===== src/rtl/csu_pkg.sv =====
package csu_pkg;
    // pins per slot and width of one slot's register half
    localparam int PIN_W   = 8;
    localparam int FIELD_W = 16;

    // pin vector bit positions used by logic (order: VS1 VS2 WP CD2 CD1 BVD2 BVD1 RDY)
    localparam int PIN_CD2 = 4;
    localparam int PIN_CD1 = 3;
    localparam int PIN_RDY = 0;

    // field layout: pins occupy the upper byte, ready status below
    localparam int FLD_PIN_LSB  = 8;
    localparam int FLD_RDY_LOW  = 7;
    localparam int FLD_RDY_HIGH = 6;
    localparam int FLD_RDY_RISE = 5;
    localparam int FLD_RDY_FALL = 4;

    // pins whose raw transitions set change bits (detect pins excluded)
    localparam logic [PIN_W-1:0] PIN_TOGGLE_MASK = 8'hE7;
    // idle pin levels: detect pins pulled high, everything else low
    localparam logic [PIN_W-1:0] PIN_IDLE = 8'h18;

    typedef enum logic [1:0] {
        DET_EMPTY    = 2'd0,
        DET_ARRIVING = 2'd1,
        DET_LOADED   = 2'd2,
        DET_LEAVING  = 2'd3
    } det_state_t;

    typedef enum logic [1:0] {
        REG_PINS   = 2'd0,
        REG_CHANGE = 2'd1,
        REG_ENABLE = 2'd2,
        REG_SPARE  = 2'd3
    } reg_sel_t;
endpackage


===== src/rtl/csu_sync.sv =====
module csu_sync #(
    parameter int W      = 8,
    parameter int STAGES = 2,
    parameter logic [W-1:0] RST_VAL = '0
) (
    input  logic         clk,
    input  logic         rst_n,
    input  logic [W-1:0] d,
    output logic [W-1:0] q
);
    logic [W-1:0] stage_q [STAGES];

    always_ff @(posedge clk or negedge rst_n) begin
        if (!rst_n) begin
            for (int i = 0; i < STAGES; i++) stage_q[i] <= RST_VAL;
        end else begin
            stage_q[0] <= d;
            for (int i = 1; i < STAGES; i++) stage_q[i] <= stage_q[i-1];
        end
    end

    assign q = stage_q[STAGES-1];
endmodule


===== src/rtl/csu_detect_fsm.sv =====
module csu_detect_fsm
    import csu_pkg::*;
(
    input  logic clk,
    input  logic rst_n,
    input  logic cd1,
    input  logic cd2,
    output logic present,
    output logic det_event
);
    det_state_t state_q, state_d;
    logic both_in, both_out;

    assign both_in  = ~cd1 & ~cd2;
    assign both_out =  cd1 &  cd2;

    // state register
    always_ff @(posedge clk or negedge rst_n) begin
        if (!rst_n) state_q <= DET_EMPTY;
        else        state_q <= state_d;
    end

    // transitions; an event fires only on reaching a new agreed level
    always_comb begin
        state_d   = state_q;
        det_event = 1'b0;
        unique case (state_q)
            DET_EMPTY: begin
                if (both_in) begin
                    state_d   = DET_LOADED;
                    det_event = 1'b1;
                end else if (!both_out) begin
                    state_d = DET_ARRIVING;
                end
            end
            DET_ARRIVING: begin
                if (both_in) begin
                    state_d   = DET_LOADED;
                    det_event = 1'b1;
                end else if (both_out) begin
                    state_d = DET_EMPTY;
                end
            end
            DET_LOADED: begin
                if (both_out) begin
                    state_d   = DET_EMPTY;
                    det_event = 1'b1;
                end else if (!both_in) begin
                    state_d = DET_LEAVING;
                end
            end
            DET_LEAVING: begin
                if (both_out) begin
                    state_d   = DET_EMPTY;
                    det_event = 1'b1;
                end else if (both_in) begin
                    state_d = DET_LOADED;
                end
            end
        endcase
    end

    // outputs
    always_comb begin
        present = (state_q == DET_LOADED);
    end

    // presence implies both detect pins were low when the state was taken
    a_r6_present_both_low: assert property (@(posedge clk) disable iff (!rst_n)
        present |-> $past(~cd1 & ~cd2));
endmodule


===== src/rtl/csu_slot.sv =====
module csu_slot
    import csu_pkg::*;
#(
    parameter logic [PIN_W-1:0] RST_PINS = PIN_IDLE
) (
    input  logic               clk,
    input  logic               rst_n,
    input  logic [PIN_W-1:0]   pins_s,
    input  logic [FIELD_W-1:0] clr,
    input  logic [FIELD_W-1:0] en,
    output logic [FIELD_W-1:0] chg_view,
    output logic               present,
    output logic               irq
);
    // stored bits: pin transitions and the two ready edges
    localparam logic [FIELD_W-1:0] STORE_MASK = 16'hFF30;

    logic [PIN_W-1:0]   pins_prev;
    logic [FIELD_W-1:0] chg_q, set_vec;
    logic               det_event;

    csu_detect_fsm u_det (
        .clk       (clk),
        .rst_n     (rst_n),
        .cd1       (pins_s[PIN_CD1]),
        .cd2       (pins_s[PIN_CD2]),
        .present   (present),
        .det_event (det_event)
    );

    always_ff @(posedge clk or negedge rst_n) begin
        if (!rst_n) pins_prev <= RST_PINS;
        else        pins_prev <= pins_s;
    end

    always_comb begin
        set_vec = '0;
        set_vec[FLD_PIN_LSB +: PIN_W]   = (pins_s ^ pins_prev) & PIN_TOGGLE_MASK;
        set_vec[FLD_PIN_LSB + PIN_CD2]  = det_event;
        set_vec[FLD_PIN_LSB + PIN_CD1]  = det_event;
        set_vec[FLD_RDY_RISE] =  pins_s[PIN_RDY] & ~pins_prev[PIN_RDY];
        set_vec[FLD_RDY_FALL] = ~pins_s[PIN_RDY] &  pins_prev[PIN_RDY];
    end

    // write-one-to-clear, with a new set taking priority over the clear
    always_ff @(posedge clk or negedge rst_n) begin
        if (!rst_n) chg_q <= '0;
        else        chg_q <= ((chg_q & ~clr) | set_vec) & STORE_MASK;
    end

    always_comb begin
        chg_view               = chg_q;
        chg_view[FLD_RDY_LOW]  = ~pins_s[PIN_RDY];
        chg_view[FLD_RDY_HIGH] =  pins_s[PIN_RDY];
    end

    assign irq = |(chg_view & en);

    // a cleared bit with no concurrent set reads zero afterwards
    a_r5_clear_takes: assert property (@(posedge clk) disable iff (!rst_n)
        1'b1 |=> ((chg_q & $past(clr & ~set_vec)) == '0));

    // a set bit is never lost to a concurrent clear
    a_r5_set_wins: assert property (@(posedge clk) disable iff (!rst_n)
        1'b1 |=> (($past(set_vec) & ~chg_q) == '0));

    // the rising-edge bit appears only after ready was seen high
    a_r7_rise_after_high: assert property (@(posedge clk) disable iff (!rst_n)
        $rose(chg_q[FLD_RDY_RISE]) |-> $past(pins_s[PIN_RDY]));
endmodule


===== src/rtl/card_status_unit.sv =====
module card_status_unit
    import csu_pkg::*;
#(
    parameter int SLOTS       = 2,
    parameter int SYNC_STAGES = 2
) (
    input  logic                     clk,
    input  logic                     rst_n,
    input  logic [SLOTS*PIN_W-1:0]   card_pins,
    input  logic [1:0]               bus_addr,
    input  logic                     bus_wr,
    input  logic [SLOTS-1:0]         bus_wstrb,
    input  logic [SLOTS*FIELD_W-1:0] bus_wdata,
    output logic [SLOTS*FIELD_W-1:0] bus_rdata,
    output logic                     irq,
    output logic [SLOTS-1:0]         card_present
);
    localparam int DATA_W = SLOTS * FIELD_W;
    localparam logic [SLOTS*PIN_W-1:0] RST_ALL = {SLOTS{PIN_IDLE}};

    logic [SLOTS*PIN_W-1:0] pins_s;
    logic [DATA_W-1:0]      pin_word, chg_word, en_word;
    logic [SLOTS-1:0]       slot_irq;
    reg_sel_t               sel;

    assign sel = reg_sel_t'(bus_addr);

    csu_sync #(
        .W       (SLOTS*PIN_W),
        .STAGES  (SYNC_STAGES),
        .RST_VAL (RST_ALL)
    ) u_sync (
        .clk   (clk),
        .rst_n (rst_n),
        .d     (card_pins),
        .q     (pins_s)
    );

    // slot 0 owns the top half; each further slot sits FIELD_W bits lower
    for (genvar s = 0; s < SLOTS; s++) begin : g_slot
        localparam int LSB = (SLOTS - 1 - s) * FIELD_W;
        logic [FIELD_W-1:0] en_q, clr;
        logic               wr_here;

        assign wr_here = bus_wr && bus_wstrb[s];
        assign clr     = (wr_here && sel == REG_CHANGE) ? bus_wdata[LSB +: FIELD_W] : '0;

        always_ff @(posedge clk or negedge rst_n) begin
            if (!rst_n)                          en_q <= '0;
            else if (wr_here && sel == REG_ENABLE) en_q <= bus_wdata[LSB +: FIELD_W];
        end

        assign en_word[LSB +: FIELD_W]  = en_q;
        assign pin_word[LSB +: FIELD_W] = {pins_s[s*PIN_W +: PIN_W], {(FIELD_W-PIN_W){1'b0}}};

        csu_slot #(.RST_PINS(PIN_IDLE)) u_slot (
            .clk      (clk),
            .rst_n    (rst_n),
            .pins_s   (pins_s[s*PIN_W +: PIN_W]),
            .clr      (clr),
            .en       (en_q),
            .chg_view (chg_word[LSB +: FIELD_W]),
            .present  (card_present[s]),
            .irq      (slot_irq[s])
        );
    end

    assign irq = |slot_irq;

    always_comb begin
        unique case (sel)
            REG_PINS:   bus_rdata = pin_word;
            REG_CHANGE: bus_rdata = chg_word;
            REG_ENABLE: bus_rdata = en_word;
            REG_SPARE:  bus_rdata = '0;
        endcase
    end

    // with every enable bit clear the interrupt stays low
    a_r10_no_enable_no_irq: assert property (@(posedge clk) disable iff (!rst_n)
        (en_word == '0) |-> !irq);
endmodule


===== config.mk =====
export PLATFORM = sky130hd
export DESIGN_NAME = card_status_unit
export DESIGN_NICKNAME = d
export VERILOG_FILES = /design/src/rtl/csu_pkg.sv /design/src/rtl/csu_sync.sv /design/src/rtl/csu_detect_fsm.sv /design/src/rtl/csu_slot.sv /design/src/rtl/card_status_unit.sv
export SDC_FILE = /design/constraint.sdc
export NUM_CORES = 1
export LEC_CHECK = 0
export ABC_AREA = 1
export BUFFER_PORTS_ARGS = -buffer_cell sky130_fd_sc_hd__buf_4
export CORE_UTILIZATION = 55
export DETAILED_ROUTE_END_ITERATION = 6
export PLACE_DENSITY = 0.92
export SYNTH_ARGS = -nofsm -noshare
export SYNTH_HDL_FRONTEND = slang
export SYNTH_SLANG_ARGS = --single-unit
export TNS_END_PERCENT = 5

===== constraint.sdc =====
create_clock -name clk -period 2 [get_ports clk]
set_input_delay 0 -clock clk [delete_from_list [all_inputs] [get_ports clk]]
set_output_delay 0 -clock clk [all_outputs]
set_load 0.005 [all_outputs]

==> results.py <==
metrics = {
    "final_layout": {
        "final_cells": 704,
        "layout-drive-gt1-share_pct": 20.00,
        "area_growth_pct": 35.41,
        "antenna_cells": 0,
        "layout_commonest_cell": "nand2_1",
        "final_cell_mix": "nand2_1, buf_4, dfrtp_1",
        "fin_util_pct": 77.09,
        "fin_nets": 663,
        "stdcell_area_um2": 5622,
    },
    "synth": {
        "syn-num-nets": 521,
        "synth_area_um2": 4151,
        "yosysSeqAreaShare_pct": 60.52,
        "synth_top_area_share_pct": 55.46,
        "syn_avg_cell_area_um2": 9.064,
        "async_reset_ff_share_pct": 100.0,
        "synth_cell_types": 20,
        "synthTopCellsByArea": "dfrtp_1, nand2_1, dfstp_2",
        "ys_warn_count": 0,
        "syn-instance-count": 458,
        "synth_top_flop_cell": "dfrtp_1",
        "netlist.top_cell.by_area": "dfrtp_1",
        "ys_seq_elements": 100,
        "synth_edf_count": 0,
    },
    "global_route": {
        "grt_pass1_wl_um": 15790,
        "grtUsageMet3_pct": 5.877,
        "antenna_found_initial": 0,
        "grt.met1_usage_pct": 28.93,
        "grt_max_degree": 53,
        "grt-ovfl-total": 0,
        "met2_usage_pct": 49.58,
        "gr-usage-all-layers_pct": 27.03,
        "grt_pass1_vias": 3740,
        "grt.busiest_layer": "met2",
    },
    "hold_path": {
        "min-delay-start": "bus_wstrb[0]",
        "hold_path_class": "input pin to flip-flop",
    },
    "clock_network": {
        "path_clk_slew_ps": 100,
        "cts_tree": "yes",
        "numCtsBuffers": 9,
        "clkSinkCount": 100,
        "clk-insertion-delay-late_ps": 360,
        "clk_path_buf_depth": 2,
        "htree_levels": 3,
        "cts_root_buffer": "clkbuf_8",
    },
    "placement": {
        "dp_cells": 639,
        "dpl_cell_area_um2": 4927,
        "routabilityCongestion": 0.7722,
        "io_buffers": 89,
        "dp_hpwl_um": 6295,
    },
    "timing": {
        "finClkSkew_ps": 9.722,
        "tightest_slew_ps": 647.1,
        "drv_slew": 0,
        "post-route-period-util_pct": 82.11,
        "timing.final.hold_violations": 0,
        "maxSlewHeadroom_pct": 56.86,
        "fmax_ghz": 0.6090,
        "min_period_ps": 1642,
        "rsz0062_at_grt": "no",
        "tns_ps": 0,
        "setup_viol": 0,
    },
    "die": {
        "die_area_um2": 7900,
        "io_pins": 90,
        "fp.dieH_um": 88.88,
        "start_util_pct": 56.93,
        "num_rows": 31,
        "dieWidth_um": 88.88,
        "coreArea_um2": 7292,
    },
    "detailed_routing": {
        "drc_errors": 0,
        "drt_first_pass_iters": 5,
        "routed_wl_um": 9873,
        "vias": 3602,
        "wl_per_cell_um": 14.02,
        "first_iter_violations": 241,
        "postRouteAntennaNets": 0,
        "viasPerCell": 5.116,
    },
    "worst_setup_path": {
        "startpoint": "u_sync.q[8]",
        "r2r_cells": 5,
        "regToRegSetupSlack_ps": 630,
        "r2r_start": "u_sync.q[3]",
        "endpoint": "irq",
        "end_kind": "output pin",
        "rr_endpoint": "g_slot[0].u_slot.u_det.state_q[0]",
        "start_kind": "flip-flop",
        "critPathArrivalTime_ps": 1640,
        "path_max_fanout": 6,
        "crit_required_ps": 2000,
        "worstSetupPathType": "flip-flop to output pin",
    },
    "power": {
        "leakage_nw": 2.819,
        "ir_drop_mv": 0.5073,
        "powerDensity_nw_per_um2": 829.9,
    },
    "flow_run": {
        "drv_cap": 0,
    },
    "outcome": {
        "status": "finished clean",
    },
}
==> synthesized netlist by cell type (2+ instances only) <==
master	count
o21ai_0	23
o21ai_1	23
o21a_1	2
xnor2_1	10
nand4_1	4
a21oi_1	10
nand3_1	27
ha_1	8
a22o_1	4
dfrtp_1	92
dfstp_2	8
nor2_1	28
buf_4	5
buf_2	8
nand2_1	150
inv_1	52
==> through the flow <==
step | hold WS [ps] | power [mW] | setup slack [ps]
6_report | 60.43 | 4.666 | 357.8
5_1_grt | 85.26 | 4.894 | 263.4
4_1_cts | 47.59 | 4.672 | 346.7
3_5_place_dp | 65.35 | 3.292 | 625.8
3_3_place_gp | 58.13 | 3.228 | 680.9
2_1_floorplan | -295.6 | 2.916 | 734.1
==> worst min path at each step <==
stage / endpoint / slack (ps) / cells after the start
2_1_floorplan: g_slot[0].en_q[0] / -300 / 0
3_3_place_gp: g_slot[0].en_q[4] / 60 / 1
3_5_place_dp: u_sync.q[0] / 70 / 1
4_1_cts: g_slot[0].en_q[6] / 50 / 5
5_1_grt: g_slot[0].en_q[6] / 90 / 5
6_report: g_slot[0].en_q[6] / 60 / 5
==> where the power goes <==
| part | leakage (nW) | switching [mW] | internal [mW] | total (mW) |
|---|---|---|---|---|
| Combinational | 1.60 | 0.468 | 0.452 | 0.920 |
| Clock | 0.0959 | 0.667 | 0.648 | 1.32 |
| Sequential | 1.12 | 0.171 | 2.26 | 2.43 |
| Total | 2.82 | 1.31 | 3.36 | 4.67 |
==> layout make-up <==
type                    count  area [um^2]
fillers                   493         1670
flip-flops and latches    100         2512
well taps                  99        123.9
repair buffers            145         1224
multi-input cells         291         1359
inverters                  53        198.9
clock buffers              13        158.9
clock inverters             3        45.04
==> kinds of logic after synthesis <==
logic type	Yosys count	synth area share (%)
adders and majority gates	8	2.411
DFF	100	60.52
and+or+nand+nor	211	20.25
AOI/OAI and AO/OA	62	7.956
buffers and inverters	67	6.751
xor gates and xnor gates	10	2.110
==> timing repair <==
action	CTS	global route
buffers inserted	0	0
gates resized for setup	0	0
endpoints found under the hold margin	111	0
setup endpoints to repair	0	0
hold buffers	49	0
==> worst max-delay path: stages, from the launching register on <==
cell and delay [ps]:
dfrtp_1 480, inv_1 120, nand2_1 80, nand2_1 50, nor2_1 120, nand2_1 80, nor2_1 110, nand2_1 90
buf_4 140
==> metal layers <==
layer | vias to the layer above | part of all wire (%)
met5 | - | 0
met4 | 0 | 3.2
met3 | 29 | 6.4
met2 | 150 | 51
met1 | 1711 | 40
li1 | 1712 | -
==> state kept, by name (all words and copies together) (netlist names) <==
name / cells
g_slot.en_q: 32
g_slot.u_slot.u_det.state_q: 4
u_sync.stage_q: 16
g_slot.u_slot.chg_q: 20
u_sync.q: 16
g_slot.u_slot.pins_prev: 12
(Power assumes the default switching activity.)
